**src/rtl/cbf_pkg.sv**
```systemverilog
package cbf_pkg;
    localparam int ST_W             = 22;
    localparam int ST_DATA_END      = 8;
    localparam int ST_BLOCK_END     = 10;
    localparam int ST_TX_ACTIVE     = 12;
    localparam int ST_RX_ACTIVE     = 13;
    localparam int ST_TX_HALF_EMPTY = 14;
    localparam int ST_RX_HALF_FULL  = 15;
    localparam int ST_TX_FULL       = 16;
    localparam int ST_RX_FULL       = 17;
    localparam int ST_TX_EMPTY      = 18;
    localparam int ST_RX_EMPTY      = 19;
    localparam int ST_TX_AVAIL      = 20;
    localparam int ST_RX_AVAIL      = 21;

    localparam int CTL_EN     = 0;
    localparam int CTL_DIR_RX = 1;
    localparam int CTL_MODE   = 2;
    localparam int CTL_DMA    = 3;
endpackage

```
**src/rtl/cbf_word_fifo.sv**
```systemverilog
module cbf_word_fifo #(
    parameter int DEPTH = 16,
    parameter int WIDTH = 32,
    localparam int AW = $clog2(DEPTH),
    localparam int CW = $clog2(DEPTH + 1)
) (
    input  logic             clk,
    input  logic             rst_n,
    input  logic             wr_en,
    input  logic [WIDTH-1:0] wr_data,
    input  logic             rd_en,
    output logic [WIDTH-1:0] rd_data,
    output logic [CW-1:0]    count
);
    typedef struct packed {
        logic [AW-1:0] wp;
        logic [AW-1:0] rp;
        logic [CW-1:0] cnt;
    } fifo_st_t;

    fifo_st_t q, d;
    logic [WIDTH-1:0] mem [DEPTH];
    logic wr_ok, rd_ok;

    function automatic logic [AW-1:0] ptr_inc(input logic [AW-1:0] p);
        return (p == AW'(DEPTH - 1)) ? '0 : p + AW'(1);
    endfunction

    always_comb begin
        d     = q;
        wr_ok = wr_en && (q.cnt != CW'(DEPTH));
        rd_ok = rd_en && (q.cnt != '0);
        if (wr_ok) d.wp = ptr_inc(q.wp);
        if (rd_ok) d.rp = ptr_inc(q.rp);
        case ({wr_ok, rd_ok})
            2'b10:   d.cnt = q.cnt + CW'(1);
            2'b01:   d.cnt = q.cnt - CW'(1);
            default: d.cnt = q.cnt;
        endcase
    end

    always_ff @(posedge clk or negedge rst_n) begin
        if (!rst_n) q <= '0;
        else        q <= d;
    end

    always_ff @(posedge clk) begin
        if (wr_ok) mem[q.wp] <= wr_data;
    end

    assign rd_data = mem[q.rp];
    assign count   = q.cnt;

    assert_count_range_R12: assert property (@(posedge clk) disable iff (!rst_n)
        count <= CW'(DEPTH));
    assert_count_step_R12: assert property (@(posedge clk) disable iff (!rst_n)
        (count == $past(count)) || (count == $past(count) + CW'(1)) ||
        (count == $past(count) - CW'(1)));
endmodule

```
**src/rtl/cbf_flags.sv**
```systemverilog
module cbf_flags #(
    parameter int DEPTH = 16,
    localparam int CW   = $clog2(DEPTH + 1),
    localparam int HALF = DEPTH / 2
) (
    input  logic [CW-1:0]           count,
    input  logic                    rx_dir,
    input  logic                    active,
    input  logic                    data_end,
    output logic [cbf_pkg::ST_W-1:0] status
);
    import cbf_pkg::*;

    logic is_empty, is_full, at_most_half, at_least_half;

    always_comb begin
        is_empty      = (count == '0);
        is_full       = (count == CW'(DEPTH));
        at_most_half  = (count <= CW'(HALF));
        at_least_half = (count >= CW'(HALF));
        status = '0;
        status[ST_DATA_END]  = data_end;
        status[ST_BLOCK_END] = data_end;
        if (rx_dir) begin
            status[ST_RX_ACTIVE]    = active;
            status[ST_RX_HALF_FULL] = at_least_half;
            status[ST_RX_FULL]      = is_full;
            status[ST_RX_EMPTY]     = is_empty;
            status[ST_RX_AVAIL]     = !is_empty;
        end else begin
            status[ST_TX_ACTIVE]     = active;
            status[ST_TX_HALF_EMPTY] = at_most_half;
            status[ST_TX_FULL]       = is_full;
            status[ST_TX_EMPTY]      = is_empty;
            status[ST_TX_AVAIL]      = !is_empty;
        end
    end
endmodule

```
**src/rtl/cbf_engine.sv**
```systemverilog
module cbf_engine #(
    parameter int DEPTH = 16,
    parameter int WIDTH = 32,
    parameter int LEN_W = 16,
    localparam int CW  = $clog2(DEPTH + 1),
    localparam int BPW = WIDTH / 8,
    localparam int IW  = (BPW > 1) ? $clog2(BPW) : 1
) (
    input  logic             clk,
    input  logic             rst_n,
    input  logic             ctrl_wr,
    input  logic [7:0]       ctrl_wdata,
    input  logic             len_wr,
    input  logic [LEN_W-1:0] len_wdata,
    input  logic             evt_clr,
    input  logic             rx_valid,
    input  logic [7:0]       rx_byte,
    output logic             rx_ready,
    output logic             tx_valid,
    output logic [7:0]       tx_byte,
    input  logic             tx_ready,
    input  logic             bus_push,
    input  logic [WIDTH-1:0] bus_wdata,
    input  logic             bus_pop,
    input  logic [CW-1:0]    fifo_count,
    input  logic [WIDTH-1:0] fifo_head,
    output logic             fifo_wr_en,
    output logic [WIDTH-1:0] fifo_wr_data,
    output logic             fifo_rd_en,
    output logic [7:0]       ctrl_q,
    output logic [LEN_W-1:0] byte_cnt,
    output logic             xfer_active,
    output logic             data_end,
    output logic             fifo_err
);
    import cbf_pkg::*;

    typedef struct packed {
        logic [7:0]       ctrl;
        logic [LEN_W-1:0] cnt;
        logic [LEN_W-1:0] len;
        logic [IW-1:0]    idx;
        logic [WIDTH-1:0] pack;
        logic             dend;
        logic             err;
    } eng_st_t;

    eng_st_t q, d;
    logic rx_mode, run, f_full, f_empty, last_byte, set_end, err_set;
    logic [WIDTH-1:0] merged;

    always_comb begin
        d            = q;
        fifo_wr_en   = 1'b0;
        fifo_wr_data = '0;
        fifo_rd_en   = 1'b0;
        err_set      = 1'b0;
        merged       = '0;
        rx_mode   = q.ctrl[CTL_DIR_RX];
        run       = q.ctrl[CTL_EN] && (q.cnt != '0) && !ctrl_wr;
        f_full    = (fifo_count == CW'(DEPTH));
        f_empty   = (fifo_count == '0);
        rx_ready  = run && rx_mode && !f_full;
        tx_valid  = run && !rx_mode && !f_empty;
        tx_byte   = fifo_head[8 * int'(q.idx) +: 8];
        last_byte = (q.idx == IW'(BPW - 1)) || (q.cnt == LEN_W'(1));
        set_end   = q.ctrl[CTL_EN] && (q.cnt == '0);

        if (rx_ready && rx_valid) begin
            merged = q.pack | (WIDTH'(rx_byte) << (8 * int'(q.idx)));
            d.cnt  = q.cnt - LEN_W'(1);
            if (last_byte) begin
                fifo_wr_en   = 1'b1;
                fifo_wr_data = merged;
                d.pack       = '0;
                d.idx        = '0;
            end else begin
                d.pack = merged;
                d.idx  = q.idx + IW'(1);
            end
        end
        if (tx_valid && tx_ready) begin
            d.cnt = q.cnt - LEN_W'(1);
            if (last_byte) begin
                fifo_rd_en = 1'b1;
                d.idx      = '0;
            end else begin
                d.idx = q.idx + IW'(1);
            end
        end

        if (!rx_mode && bus_push) begin
            if (!f_full) begin
                fifo_wr_en   = 1'b1;
                fifo_wr_data = bus_wdata;
            end else begin
                err_set = 1'b1;
            end
        end
        if (rx_mode && bus_pop) begin
            if (!f_empty) fifo_rd_en = 1'b1;
            else          err_set    = 1'b1;
        end

        if (ctrl_wr) begin
            d.ctrl = ctrl_wdata;
            if (ctrl_wdata[CTL_EN]) begin
                d.cnt  = q.len;
                d.idx  = '0;
                d.pack = '0;
            end
        end else if (set_end && f_empty) begin
            d.ctrl[CTL_EN] = 1'b0;
        end
        if (len_wr) d.len = len_wdata;

        d.dend = (q.dend && !evt_clr) || set_end;
        d.err  = (q.err && !evt_clr) || err_set;
    end

    always_ff @(posedge clk or negedge rst_n) begin
        if (!rst_n) q <= '0;
        else        q <= d;
    end

    assign ctrl_q      = q.ctrl;
    assign byte_cnt    = q.cnt;
    assign xfer_active = q.ctrl[CTL_EN] && (q.cnt != '0);
    assign data_end    = q.dend;
    assign fifo_err    = q.err;

    assert_cnt_step_R2: assert property (@(posedge clk) disable iff (!rst_n)
        ((rx_valid && rx_ready) || (tx_valid && tx_ready)) |=>
        (byte_cnt == $past(byte_cnt) - LEN_W'(1)));
    assert_cnt_hold_R4: assert property (@(posedge clk) disable iff (!rst_n)
        (!ctrl_wr && !(rx_valid && rx_ready) && !(tx_valid && tx_ready)) |=>
        $stable(byte_cnt));
    assert_rx_not_full_R4: assert property (@(posedge clk) disable iff (!rst_n)
        rx_ready |-> (fifo_count < CW'(DEPTH)));
    assert_handshake_excl_R6: assert property (@(posedge clk) disable iff (!rst_n)
        $onehot0({rx_ready, tx_valid}));
    assert_en_drop_R8: assert property (@(posedge clk) disable iff (!rst_n)
        ($fell(ctrl_q[CTL_EN]) && !$past(ctrl_wr)) |->
        ($past(byte_cnt) == '0 && $past(fifo_count) == '0));
    assert_end_sticky_R7: assert property (@(posedge clk) disable iff (!rst_n)
        (data_end && !evt_clr) |=> data_end);
endmodule

```
**src/rtl/card_byte_fifo.sv**
```systemverilog
module card_byte_fifo #(
    parameter int DEPTH = 16,
    parameter int WIDTH = 32,
    parameter int LEN_W = 16,
    localparam int CW = $clog2(DEPTH + 1)
) (
    input  logic                     clk,
    input  logic                     rst_n,
    input  logic                     ctrl_wr,
    input  logic [7:0]               ctrl_wdata,
    input  logic                     len_wr,
    input  logic [LEN_W-1:0]         len_wdata,
    input  logic                     evt_clr,
    input  logic                     bus_push,
    input  logic [WIDTH-1:0]         bus_wdata,
    input  logic                     bus_pop,
    output logic [WIDTH-1:0]         bus_rdata,
    input  logic                     rx_valid,
    input  logic [7:0]               rx_byte,
    output logic                     rx_ready,
    output logic                     tx_valid,
    output logic [7:0]               tx_byte,
    input  logic                     tx_ready,
    output logic [7:0]               ctrl_q,
    output logic [LEN_W-1:0]         byte_cnt,
    output logic [LEN_W-2:0]         fifo_words,
    output logic [cbf_pkg::ST_W-1:0] status,
    output logic                     fifo_err
);
    logic             fifo_wr_en, fifo_rd_en, xfer_active, data_end;
    logic [WIDTH-1:0] fifo_wr_data, fifo_head;
    logic [CW-1:0]    fifo_count;
    logic [LEN_W:0]   words_sum;

    cbf_word_fifo #(.DEPTH(DEPTH), .WIDTH(WIDTH)) u_fifo (
        .clk     (clk),
        .rst_n   (rst_n),
        .wr_en   (fifo_wr_en),
        .wr_data (fifo_wr_data),
        .rd_en   (fifo_rd_en),
        .rd_data (fifo_head),
        .count   (fifo_count)
    );

    cbf_engine #(.DEPTH(DEPTH), .WIDTH(WIDTH), .LEN_W(LEN_W)) u_engine (
        .clk          (clk),
        .rst_n        (rst_n),
        .ctrl_wr      (ctrl_wr),
        .ctrl_wdata   (ctrl_wdata),
        .len_wr       (len_wr),
        .len_wdata    (len_wdata),
        .evt_clr      (evt_clr),
        .rx_valid     (rx_valid),
        .rx_byte      (rx_byte),
        .rx_ready     (rx_ready),
        .tx_valid     (tx_valid),
        .tx_byte      (tx_byte),
        .tx_ready     (tx_ready),
        .bus_push     (bus_push),
        .bus_wdata    (bus_wdata),
        .bus_pop      (bus_pop),
        .fifo_count   (fifo_count),
        .fifo_head    (fifo_head),
        .fifo_wr_en   (fifo_wr_en),
        .fifo_wr_data (fifo_wr_data),
        .fifo_rd_en   (fifo_rd_en),
        .ctrl_q       (ctrl_q),
        .byte_cnt     (byte_cnt),
        .xfer_active  (xfer_active),
        .data_end     (data_end),
        .fifo_err     (fifo_err)
    );

    cbf_flags #(.DEPTH(DEPTH)) u_flags (
        .count    (fifo_count),
        .rx_dir   (ctrl_q[cbf_pkg::CTL_DIR_RX]),
        .active   (xfer_active),
        .data_end (data_end),
        .status   (status)
    );

    assign bus_rdata  = fifo_head;
    assign words_sum  = {1'b0, byte_cnt} + (LEN_W + 1)'(3);
    assign fifo_words = words_sum[LEN_W:2];
endmodule

```
**config.mk**
```make
export PLATFORM = sky130hd
export DESIGN_NAME = card_byte_fifo
export DESIGN_NICKNAME = d
export VERILOG_FILES = /design/src/rtl/cbf_pkg.sv /design/src/rtl/cbf_word_fifo.sv /design/src/rtl/cbf_flags.sv /design/src/rtl/cbf_engine.sv /design/src/rtl/card_byte_fifo.sv
export SDC_FILE = /design/constraint.sdc
export NUM_CORES = 1
export LEC_CHECK = 0
export BUFFER_PORTS_ARGS = -buffer_cell sky130_fd_sc_hd__buf_2
export CORE_MARGIN = 4
export CORE_UTILIZATION = 45
export DETAILED_ROUTE_END_ITERATION = 16
export SLEW_MARGIN = 20
export SYNTH_ARGS = -nofsm -noshare
export SYNTH_HDL_FRONTEND = slang
export SYNTH_SLANG_ARGS = --single-unit
```
**constraint.sdc**
```tcl
create_clock -name clk -period 6.9 [get_ports clk]
set_clock_uncertainty 0.15 [all_clocks]
set_input_delay 1.38 -clock clk [delete_from_list [all_inputs] [get_ports clk]]
set_output_delay 1.38 -clock clk [all_outputs]
set_load 0.01 [all_outputs]
```
==> summary.md, run 1 <==
| Metric | Value |
|---|---|
| Vias per cell | `roughly 5.7` |
| DIE AREA | `59300 um2` |
| Final Instance Area | `28500 um2` |
| CTS Sinks | `601` |
| Internal | `0.00722 W` |
| Share of cells above drive strength 1 | `0.269` |
| Antenna viol nets, final | `0` |
| Top_reg_cell synth | `edfxtp_1` |
| Worst path slowest cell | `dfrtp_4` |
| All-Layer GR Usage | `0.228` |
| Post-Synth Simple-Gate Area | `0.0438` |
| Initial core utilization | `0.454` |
| IO Pins | `177` |
| Clock Root Buffer | `clkbuf_16` |
| Fraction of the mapped netlist area in adder cells | `0.00732` |
| Worst-Margin Slew | `0.932 ns` |
| Clock share of power | `0.278` |
| Resized Gates After CTS | `0` |
| Combinational group share of total power | `0.307` |
| Setup Fix Bufs, Post-CTS | `0` |
| Post-synth EDFFs | `512` |
| Die W | `243 um` |
| RSZ-0062 raised after global routing | `false` |
| Synth Area in Compound Gates | `0.0641` |
| GRT overflow | `0` |
| Crit-path cells | `buf_4 -> buf_4 -> mux2i_1 -> a22oi_1 -> mux2i_1 -> o21ai_0 -> o22ai_1 -> a211oi_1 -> buf_2` |
| Initial DRT Pass Iterations | `5` |
| Cts hold-fix bufs | `0` |
| R2r worst-path depth | `7` |
| Setup_tns | `0 ns` |
| Largest net degree at the start of global routing | `72` |
| FP Rows | `86` |
| Outcome | `finished clean` |
| Slew Limit Fails | `0` |
| Filler Cells Inserted | `4535` |
| Placed inst area | `26700 um2` |
| Cell Area, Synth | `25000 um2` |
| Fin. Hold Viols | `0` |
| Slowest Stage Delay on Critical Path | `around 0.98 ns` |
| Final WL | `~68000 um` |
| Commonest non-fill, non-tap cell in the layout | `edfxtp_1` |
| Ys async rst share | `0.148` |
| Reg-to-reg critical path endpoint | `u_fifo.mem[11][11]` |
| Critical path class | `reg -> out` |
| First-pass GRT wire length | `99300 um` |
| Synth unique cells | `59` |
| Routed via count | `14247` |
| Reg-to-reg slack, setup | `around 2.6 ns` |
| Switching part of the total power | `0.335` |
| Net Switching | `0.00363 W` |
| DRC | `0` |
| Fmax | `between 150 and 200 MHz` |
| Synth Area in XOR/XNOR | `0.0105` |
| Pleak | `10.1 nW` |
| Slew margin rel. | `0.378` |
| Multiplexer share of the synthesized area | `0.137` |
| Post-Syn Instances | `1509` |
| Layout net count | `1765` |
| Clk buf depth | `3` |
| Cell count of the worst hold path | `2` |
| Initial antenna violation count | `13` |
| Worst Hold Class | `reg -> reg` |
| Crit Path Max Fanout | `50` |
| Layout area overhead | `14.1%` |
| Clk Latency, worst-skew pair | `0.62 ns` |
| Core area | `55000 um2` |
| Placer Congestion | `~0.79` |
| Power Dens Cells | `381 nW/um2` |
| Power, Total | `0.0109 W` |
| Vias in the first global route | `around 15000` |
| Fin crit period | `6.13 ns` |
| Initial DRC count | `around 1500` |
| Seq pwr share | `0.415` |
| Register area share after synthesis | `0.705` |
| Final setup viols | `0` |
| HPWL after detailed placement | `~41000 um` |
| Worst Setup End Kind | `output port` |
| Critical Path Source Type | `flip-flop` |
| Depth of the CTS H-tree | `2` |
| Mean Syn Cell Area | `roughly 17 um2` |
| Combinational family with the most area after synthesis | `multiplexers` |
| Most frequent cells in the layout | `edfxtp_1, buf_2, mux4_2` |
| Die Ht | `243 um` |
| Buf+Inv Stages, Crit Path | `3` |
| Final Cycle Share | `0.888` |
| Cts bufs inserted | `60` |
| Max VDD drop | `287 uV` |
| Hold path endpoint | `u_engine.byte_cnt[11]` |
| Crit path DAT | `~4.6 ns` |
| Yosys reg bits | `601` |
| TritonCTS clock tree | `built` |
| Worst r2r src | `u_engine.byte_cnt[2]` |
| Synth warn | `0` |
| WL/cell | `27.4 um` |
| MaxCap Viol Count | `0` |
| Hold_sp | `u_engine.q[47]` |
| Port bufs | `166` |
| Top Family by Delay on Critical Path | `compound AO/OA/AOI/OAI gates` |
| Req. time, crit path | `5.37 ns` |
| CTS clk-pin slew, worst paths | `0.06 ns` |
flip-flops by register name, indices dropped and copies added (netlist names):
name and cells:
u_engine.q 50, u_engine.fifo_err 1, u_engine.ctrl_q 8, u_fifo.q 8
u_fifo.mem 512, u_fifo.count 5, u_engine.data_end 1, u_engine.byte_cnt 16
worst min-delay path: stages, from the launching register on:
cell	delay, ns
dfrtp_1	0.34
nand2_1	0.05
o21ai_0	0.06
synth_stat cells, types with 13 or more instances:
cell      number  area [um2]
inv_1         21        78.8
nor3_1        17        85.1
mux2_2        33         372
a21oi_1       81         405
a22oi_1       32         240
edfxtp_1     512       15400
buf_4         38         285
mux4_2        96        2160
buf_1         35         131
nor2_1        72         270
a32oi_1       24         210
nand2_1       73         274
dfrtp_1       89        2230
o21ai_0       71         355
mux2i_1       88         881
xnor2_1       22         193
ha_1          13         163
clkbuf_1      46         173
metal layers:
layer | vias up | global-route usage | part of all wire
li1 | 6218 | - | -
met1 | 7313 | 0.308 | 0.41
met2 | 602 | 0.369 | 0.48
met3 | 110 | 0.0614 | 0.089
met4 | 4 | 0.0640 | 0.027
met5 | - | 0 | 0.00044
through the flow:
stage	cells	setup slack, ns	hold WS [ns]	utilization
6_report	2482	0.775	0.334	0.518
5_1_grt	2477	0.526	0.359	0.518
4_1_cts	2475	0.858	0.333	0.518
3_5_place_dp	2364	1.56	0.318	0.485
3_3_place_gp	2364	1.48	0.314	0.485
2_1_floorplan	1518	0.653	0.296	-
kinds of logic after synthesis:
group,after synthesis
xor gates and xnor gates,30
adders and majority gates,14
other,1
DFF,601
buffers and inverters,155
muxes,218
and+or+nand+nor,232
AOI/OAI and AO/OA,258
worst max path at each step:
stage,startpoint,slack (ns),cells past startpoint,to
after CTS,u_fifo.q[6],0.86,9,tx_byte[5]
after global routing,u_fifo.q[6],0.53,9,tx_byte[5]
after global placement,u_fifo.q[6],1.48,8,tx_byte[5]
after detailed placement,u_fifo.q[6],1.56,8,tx_byte[5]
after floorplan,ctrl_wr,0.65,6,u_fifo.mem[4][0]
final,u_fifo.q[6],0.77,9,tx_byte[5]
power by group through the flow:
stage               sequential [W]  combinational (W)  clock (W)
finish                     0.00451            0.00333    0.00301
global route               0.00455            0.00356    0.00322
global placement           0.00457            0.00333          0
floorplan                  0.00435            0.00223          0
CTS                        0.00451            0.00336    0.00306
detailed placement         0.00458            0.00335          0
area by class of cell:
| cell class | instances | area [um2] | share of cell area |
|---|---|---|---|
| multi-input combinational | 762 | 6670 | 0.234 |
| inverter | 21 | 78.8 | 0.00277 |
| clock buffer | 81 | 1600 | 0.0562 |
| timing repair buffer | 232 | 1370 | 0.0480 |
| sequential | 601 | 17600 | 0.619 |
| tap | 748 | 936 | 0.0329 |
| antenna | 7 | 17.5 | 0.000615 |
| clock inverter | 30 | 188 | 0.00659 |
Note: power is estimated with default switching activity, not from simulation.
==> run 2: changes to the inputs <==
--- a/config.mk
+++ b/config.mk
@@ -9,6 +9,8 @@
 export CORE_MARGIN = 4
 export CORE_UTILIZATION = 45
 export DETAILED_ROUTE_END_ITERATION = 16
+export PLACE_DENSITY_LB_ADDON = 0.3
+export RECOVER_POWER = 50
 export SLEW_MARGIN = 20
 export SYNTH_ARGS = -nofsm -noshare
 export SYNTH_HDL_FRONTEND = slang
==> run 2 against run 1 <==
Against the previous run:
- the run now ends with capacitance limit, slew limit left
- sequential share of layout area grew 0.20 points
- wire length shrank 6.2%
- largest power group unchanged
- register-to-register slack got worse by 1.5 ns
- combinational power fell by 4%
- final cell count shrank 0.28%
==> summary.md, run 2 (same netlist as run 1, synthesis figures left out) <==
| Metric | Value |
|---|---|
| Outcome | `finished with violations` |
| Failing checks | `capacitance limit, slew limit` |
| Port bufs | `between 150 and 200` |
| Layout net count | `1755` |
| GRT overflow | `0` |
| Clock share of power | `0.295` |
| First-pass GRT wire length | `93500 um` |
| CTS clk-pin slew, worst paths | `0.06 ns` |
| Power Dens Cells | `385 nW/um2` |
| Max VDD drop | `233 uV` |
| Die Ht | `243 um` |
| IO Pins | `177` |
| WL/cell | `25.8 um` |
| Die W | `243 um` |
| Critical Path Source Type | `flip-flop` |
| FP Rows | `86` |
| Most used cell, CP | `mux2i_1` |
| Worst Hold Class | `reg -> reg` |
| Commonest non-fill, non-tap cell in the layout | `edfxtp_1` |
| Critical path origin | `u_fifo.q[6]` |
| Placer Congestion | `0.773` |
| RSZ-0062 raised after global routing | `false` |
| Clk buf depth | `3` |
| HPWL after detailed placement | `between 30000 and 40000 um` |
| Crit path DAT | `4.26 ns` |
| Req. time, crit path | `5.37 ns` |
| Antenna viol nets, final | `0` |
| Top Family by Delay on Critical Path | `compound AO/OA/AOI/OAI gates` |
| Vias in the first global route | `14344` |
| Hold Slack | `0.335 ns` |
| Worst r2r src | `u_engine.byte_cnt[2]` |
| MaxCap Viol Count | `3` |
| Max reg flops | `512` |
| Slew margin rel. | `-1.23` |
| Worst Setup End Kind | `output port` |
| Buf+Inv Stages, Crit Path | `2` |
| DIE AREA | `59300 um2` |
| Slew Limit Fails | `128` |
| Switching part of the total power | `0.326` |
| Fin crit period | `around 5.8 ns` |
| Filler Cells Inserted | `roughly 4500` |
| Pleak | `9.91 nW` |
| Clk Latency, worst-skew pair | `about 0.63 ns` |
| Combinational group share of total power | `0.293` |
| Critical path class | `reg -> out` |
| Largest net degree at the start of global routing | `74` |
| All-Layer GR Usage | `0.212` |
| Vias per cell | `5.71` |
| Slowest Stage Delay on Critical Path | `1.04 ns` |
| Depth of the CTS H-tree | `2` |
| Setup ws final | `between 1 and 1.5 ns` |
| TritonCTS clock tree | `built` |
| Internal | `between 0.007 and 0.008 W` |
| Crit-path cells | `buf_12 -> mux2i_1 -> a22oi_1 -> mux2i_1 -> o21ai_0 -> o22ai_1 -> a211oi_1 -> buf_2` |
| Initial core utilization | `0.454` |
| Reg-to-reg slack, setup | `1.17 ns` |
| Share of cells above drive strength 1 | `0.233` |
| Final Instance Area | `about 28000 um2` |
| Layout area overhead | `13.7%` |
| Setup_tns | `0 ns` |
| Hold_sp | `u_engine.q[37]` |
| Worst path slowest cell | `dfrtp_4` |
| Fin. Hold Viols | `0` |
| Net Switching | `0.00356 W` |
| Setup Fix Bufs, Post-CTS | `0` |
| Most frequent cells in the layout | `edfxtp_1, buf_2, mux4_2` |
| Initial antenna violation count | `16` |
| Final WL | `63700 um` |
| Routed via count | `14122` |
| Pre-CTS setup slack | `1.77 ns` |
| Cts hold-fix bufs | `0` |
| DRC | `0` |
| Seq pwr share | `0.412` |
| Initial DRT Pass Iterations | `5` |
| Placed inst area | `26600 um2` |
| Worst-Margin Slew | `3.35 ns` |
| Resized Gates After CTS | `0` |
| Initial DRC count | `about 1200` |
| Final setup viols | `0` |
| Fmax | `about 170 MHz` |
| Core area | `55000 um2` |
| Cts bufs inserted | `between 50 and 60` |
| Clock Root Buffer | `clkbuf_16` |
| Top reg by flops | `u_fifo.mem` |
| Final Cycle Share | `0.839` |
| Crit Path Max Fanout | `73` |
| CTS Sinks | `about 600` |
-- run 2: area by class of cell --
class | instances | area, um2 | area share
antenna | 10 | 25.0 | 0.000882
tap | 748 | 936 | 0.0330
multi-input combinational | 762 | 6650 | 0.234
sequential | 601 | 17600 | 0.621
clock inverter | 39 | 394 | 0.0139
timing repair buffer | 223 | 1120 | 0.0396
clock buffer | 71 | 1560 | 0.0551
inverter | 21 | 78.8 | 0.00278
-- run 2: stage by stage --
stage                util  cells  total power [W]
floorplan               -   1518          0.00658
global placement    0.484   2355          0.00779
detailed placement  0.484   2355          0.00783
CTS                 0.519   2465           0.0110
global route        0.516   2467           0.0114
finish              0.516   2475           0.0109
-- run 2: worst paths after layout --
check                      depth (start not counted)                   end
setup / recovery                                   8            tx_byte[6]
hold / removal                                     2  u_engine.byte_cnt[1]
setup reg to reg                                   7         u_engine.q[7]
hold reg to reg                                    2  u_engine.byte_cnt[1]
max in group asynchronous                          2    u_engine.ctrl_q[4]
min in group asynchronous                          1    u_engine.ctrl_q[2]
-- run 2: worst min-delay path, stage by stage (launching register included) --
cell and delay, ns:
dfrtp_1 0.34, nand2_1 0.05, o21ai_0 0.06
-- run 2: power groups by stage --
stage / sequential (W) / combinational (W) / clock (W)
5_1_grt: 0.00454 / 0.00343 / 0.00344
4_1_cts: 0.00450 / 0.00326 / 0.00327
6_report: 0.00450 / 0.00320 / 0.00322
3_5_place_dp: 0.00458 / 0.00325 / 0
3_3_place_gp: 0.00456 / 0.00322 / 0
2_1_floorplan: 0.00435 / 0.00223 / 0
-- run 2: layer usage --
layer,wire [um],share of wire,GRT usage
met1,26900,0.42,0.296
met2,30000,0.47,0.336
met3,5350,0.084,0.0568
met4,1390,0.022,0.0533
met5,105,0.0016,0
==> run 3: changes to the inputs <==
==> constraint.sdc (replaced) <==
create_clock -name clk -period 5.8 [get_ports clk]
set_clock_uncertainty 0.15 [all_clocks]
set_input_delay 1.16 -clock clk [delete_from_list [all_inputs] [get_ports clk]]
set_output_delay 1.16 -clock clk [all_outputs]
set_load 0.01 [all_outputs]
==> run 3 against run 2 <==
Against the previous run:
- the flow still finishes with violations (capacitance limit, slew limit)
- sequential power increased by 17%
- final cell count grew 0.36%
- clock-buffer cell count is 9 higher
- wire length is 3.5% higher
- total power increased by 20%
- utilization up 0.22 points
- cell area increased by 0.42%
- die area is the same
- global-route usage increased by 0.75 points
- first-iteration DRC count up 26%
- critical path type is now reg -> reg
- largest power group unchanged
==> summary.md, run 3 (same netlist as run 1, synthesis figures left out) <==
| Metric | Value |
|---|---|
| Critical path class | `reg -> reg` |
| Layout net count | `1770` |
| Vias in the first global route | `14567` |
| HPWL after detailed placement | `40800 um` |
| Final Util | `0.518` |
| Initial antenna violation count | `13` |
| Port bufs | `166` |
| DRC | `0` |
| Failing checks | `capacitance limit, slew limit` |
| Worst-Margin Slew | `between 3 and 4 ns` |
| All-Layer GR Usage | `0.220` |
| Filler Cells Inserted | `4527` |
| Initial DRC count | `between 1500 and 2000` |
| Worst Setup End Kind | `flip-flop` |
| Fin. Hold Viols | `0` |
| Crit Path Max Fanout | `19` |
| Placed inst area | `26700 um2` |
| Depth of the CTS H-tree | `2` |
| Setup Fix Bufs, Post-CTS | `0` |
| WL/cell | `26.6 um` |
| Critical path origin | `u_engine.byte_cnt[2]` |
| Setup_tns | `0 ns` |
| Switching part of the total power | `0.328` |
| Combinational group share of total power | `0.305` |
| Internal | `about 0.009 W` |
| Vias per cell | `5.79` |
| TritonCTS clock tree | `built` |
| Pre-CTS setup slack | `1.57 ns` |
| Clk buf depth | `3` |
| Cts hold-fix bufs | `0` |
| Die W | `about 240 um` |
| Seq pwr share | `0.401` |
| MaxCap Viol Count | `8` |
| Max VDD drop | `283 uV` |
| Largest net degree at the start of global routing | `89` |
| FP Rows | `86` |
| Power Dens Cells | `460 nW/um2` |
| DIE AREA | `~60000 um2` |
| Pleak | `10.0 nW` |
| Slew margin rel. | `-1.22` |
| Clock share of power | `0.294` |
| Req. time, crit path | `just under 6 ns` |
| Hold_sp | `u_engine.q[42]` |
| Outcome | `finished with violations` |
| RSZ-0062 raised after global routing | `false` |
| Top reg by flops | `u_fifo.mem` |
| CTS clk-pin slew, worst paths | `0.06 ns` |
| Worst Hold Class | `reg -> reg` |
| Final Cycle Share | `0.867` |
| Antenna viol nets, final | `0` |
| Setup ws final | `0.769 ns` |
| Fmax | `199 MHz` |
| Initial core utilization | `0.454` |
| Critical Path Source Type | `flip-flop` |
| Final Instance Area | `28500 um2` |
| Share of cells above drive strength 1 | `0.229` |
| Fin crit period | `around 5 ns` |
| Resized Gates After CTS | `0` |
| Cts bufs inserted | `60` |
| Max reg flops | `512` |
| IO Pins | `177` |
| Final setup viols | `0` |
| GRT overflow | `0` |
| CTS Sinks | `601` |
| Initial DRT Pass Iterations | `5` |
| Crit path DAT | `approximately 5.2 ns` |
| First-pass GRT wire length | `97100 um` |
| Placer Congestion | `slightly below 0.8` |
| Worst r2r src | `u_engine.byte_cnt[2]` |
| Hold Slack | `0.324 ns` |
| Final WL | `about 66000 um` |
| Core area | `55000 um2` |
| Clock Root Buffer | `clkbuf_16` |
| Layout area overhead | `14.2%` |
| Clk Latency, worst-skew pair | `0.65 ns` |
| Routed via count | `14387` |
| Slew Limit Fails | `185` |
| Die Ht | `~240 um` |
| Most frequent cells in the layout | `edfxtp_1, buf_2, mux4_2` |
| Net Switching | `0.00430 W` |
| Commonest non-fill, non-tap cell in the layout | `edfxtp_1` |
==> run 3: critical path, stage by stage, from the launching register on <==
cell and delay, ns:
dfrtp_1 0.48, or4_1 0.70, nor2_1 0.31, a41oi_1 0.24, o22a_1 0.45, nor2_1 0.24, and2_0 1.68, buf_4 0.46
==> run 3: final cells by class <==
class / instances / area [um2] / area share
clock inverter: 29 / 342 / 0.0120
clock buffer: 80 / 1600 / 0.0561
timing repair buffer: 237 / 1300 / 0.0455
tap: 748 / 936 / 0.0328
inverter: 21 / 78.8 / 0.00277
multi-input combinational: 762 / 6620 / 0.232
antenna: 6 / 15.0 / 0.000527
sequential: 601 / 17600 / 0.618
==> run 3: worst paths after layout <==
check	slack, ns	depth (start not counted)	to
max in group asynchronous	2.11	1	u_fifo.count[4]
worst min-delay path	0.32	2	u_engine.byte_cnt[6]
worst max register to register	0.77	7	u_fifo.mem[14][22]
worst min register to register	0.32	2	u_engine.byte_cnt[6]
min in group asynchronous	1.50	1	u_engine.q[40]
worst max-delay path	0.77	7	u_fifo.mem[14][22]
==> run 3: metal layers <==
layer / global-route usage / wire length, um
met5: 0 / 90
met4: 0.0552 / 1330
met3: 0.0571 / 6470
met2: 0.339 / 30600
met1: 0.316 / 27500
==> run 3: power groups by stage <==
stage	sequential [W]	combinational, W	clock (W)
floorplan	0.00517	0.00266	0
global placement	0.00532	0.00404	0
detailed placement	0.00533	0.00406	0
CTS	0.00525	0.00407	0.00390
global route	0.00528	0.00429	0.00410
finish	0.00525	0.00400	0.00385
==> run 3: metrics by stage <==
step | power (W) | cells
after global placement | 0.00935 | 2369
after detailed placement | 0.00940 | 2369
after CTS | 0.0132 | 2478
after floorplan | 0.00783 | 1518
after global routing | 0.0137 | 2480
final | 0.0131 | 2484
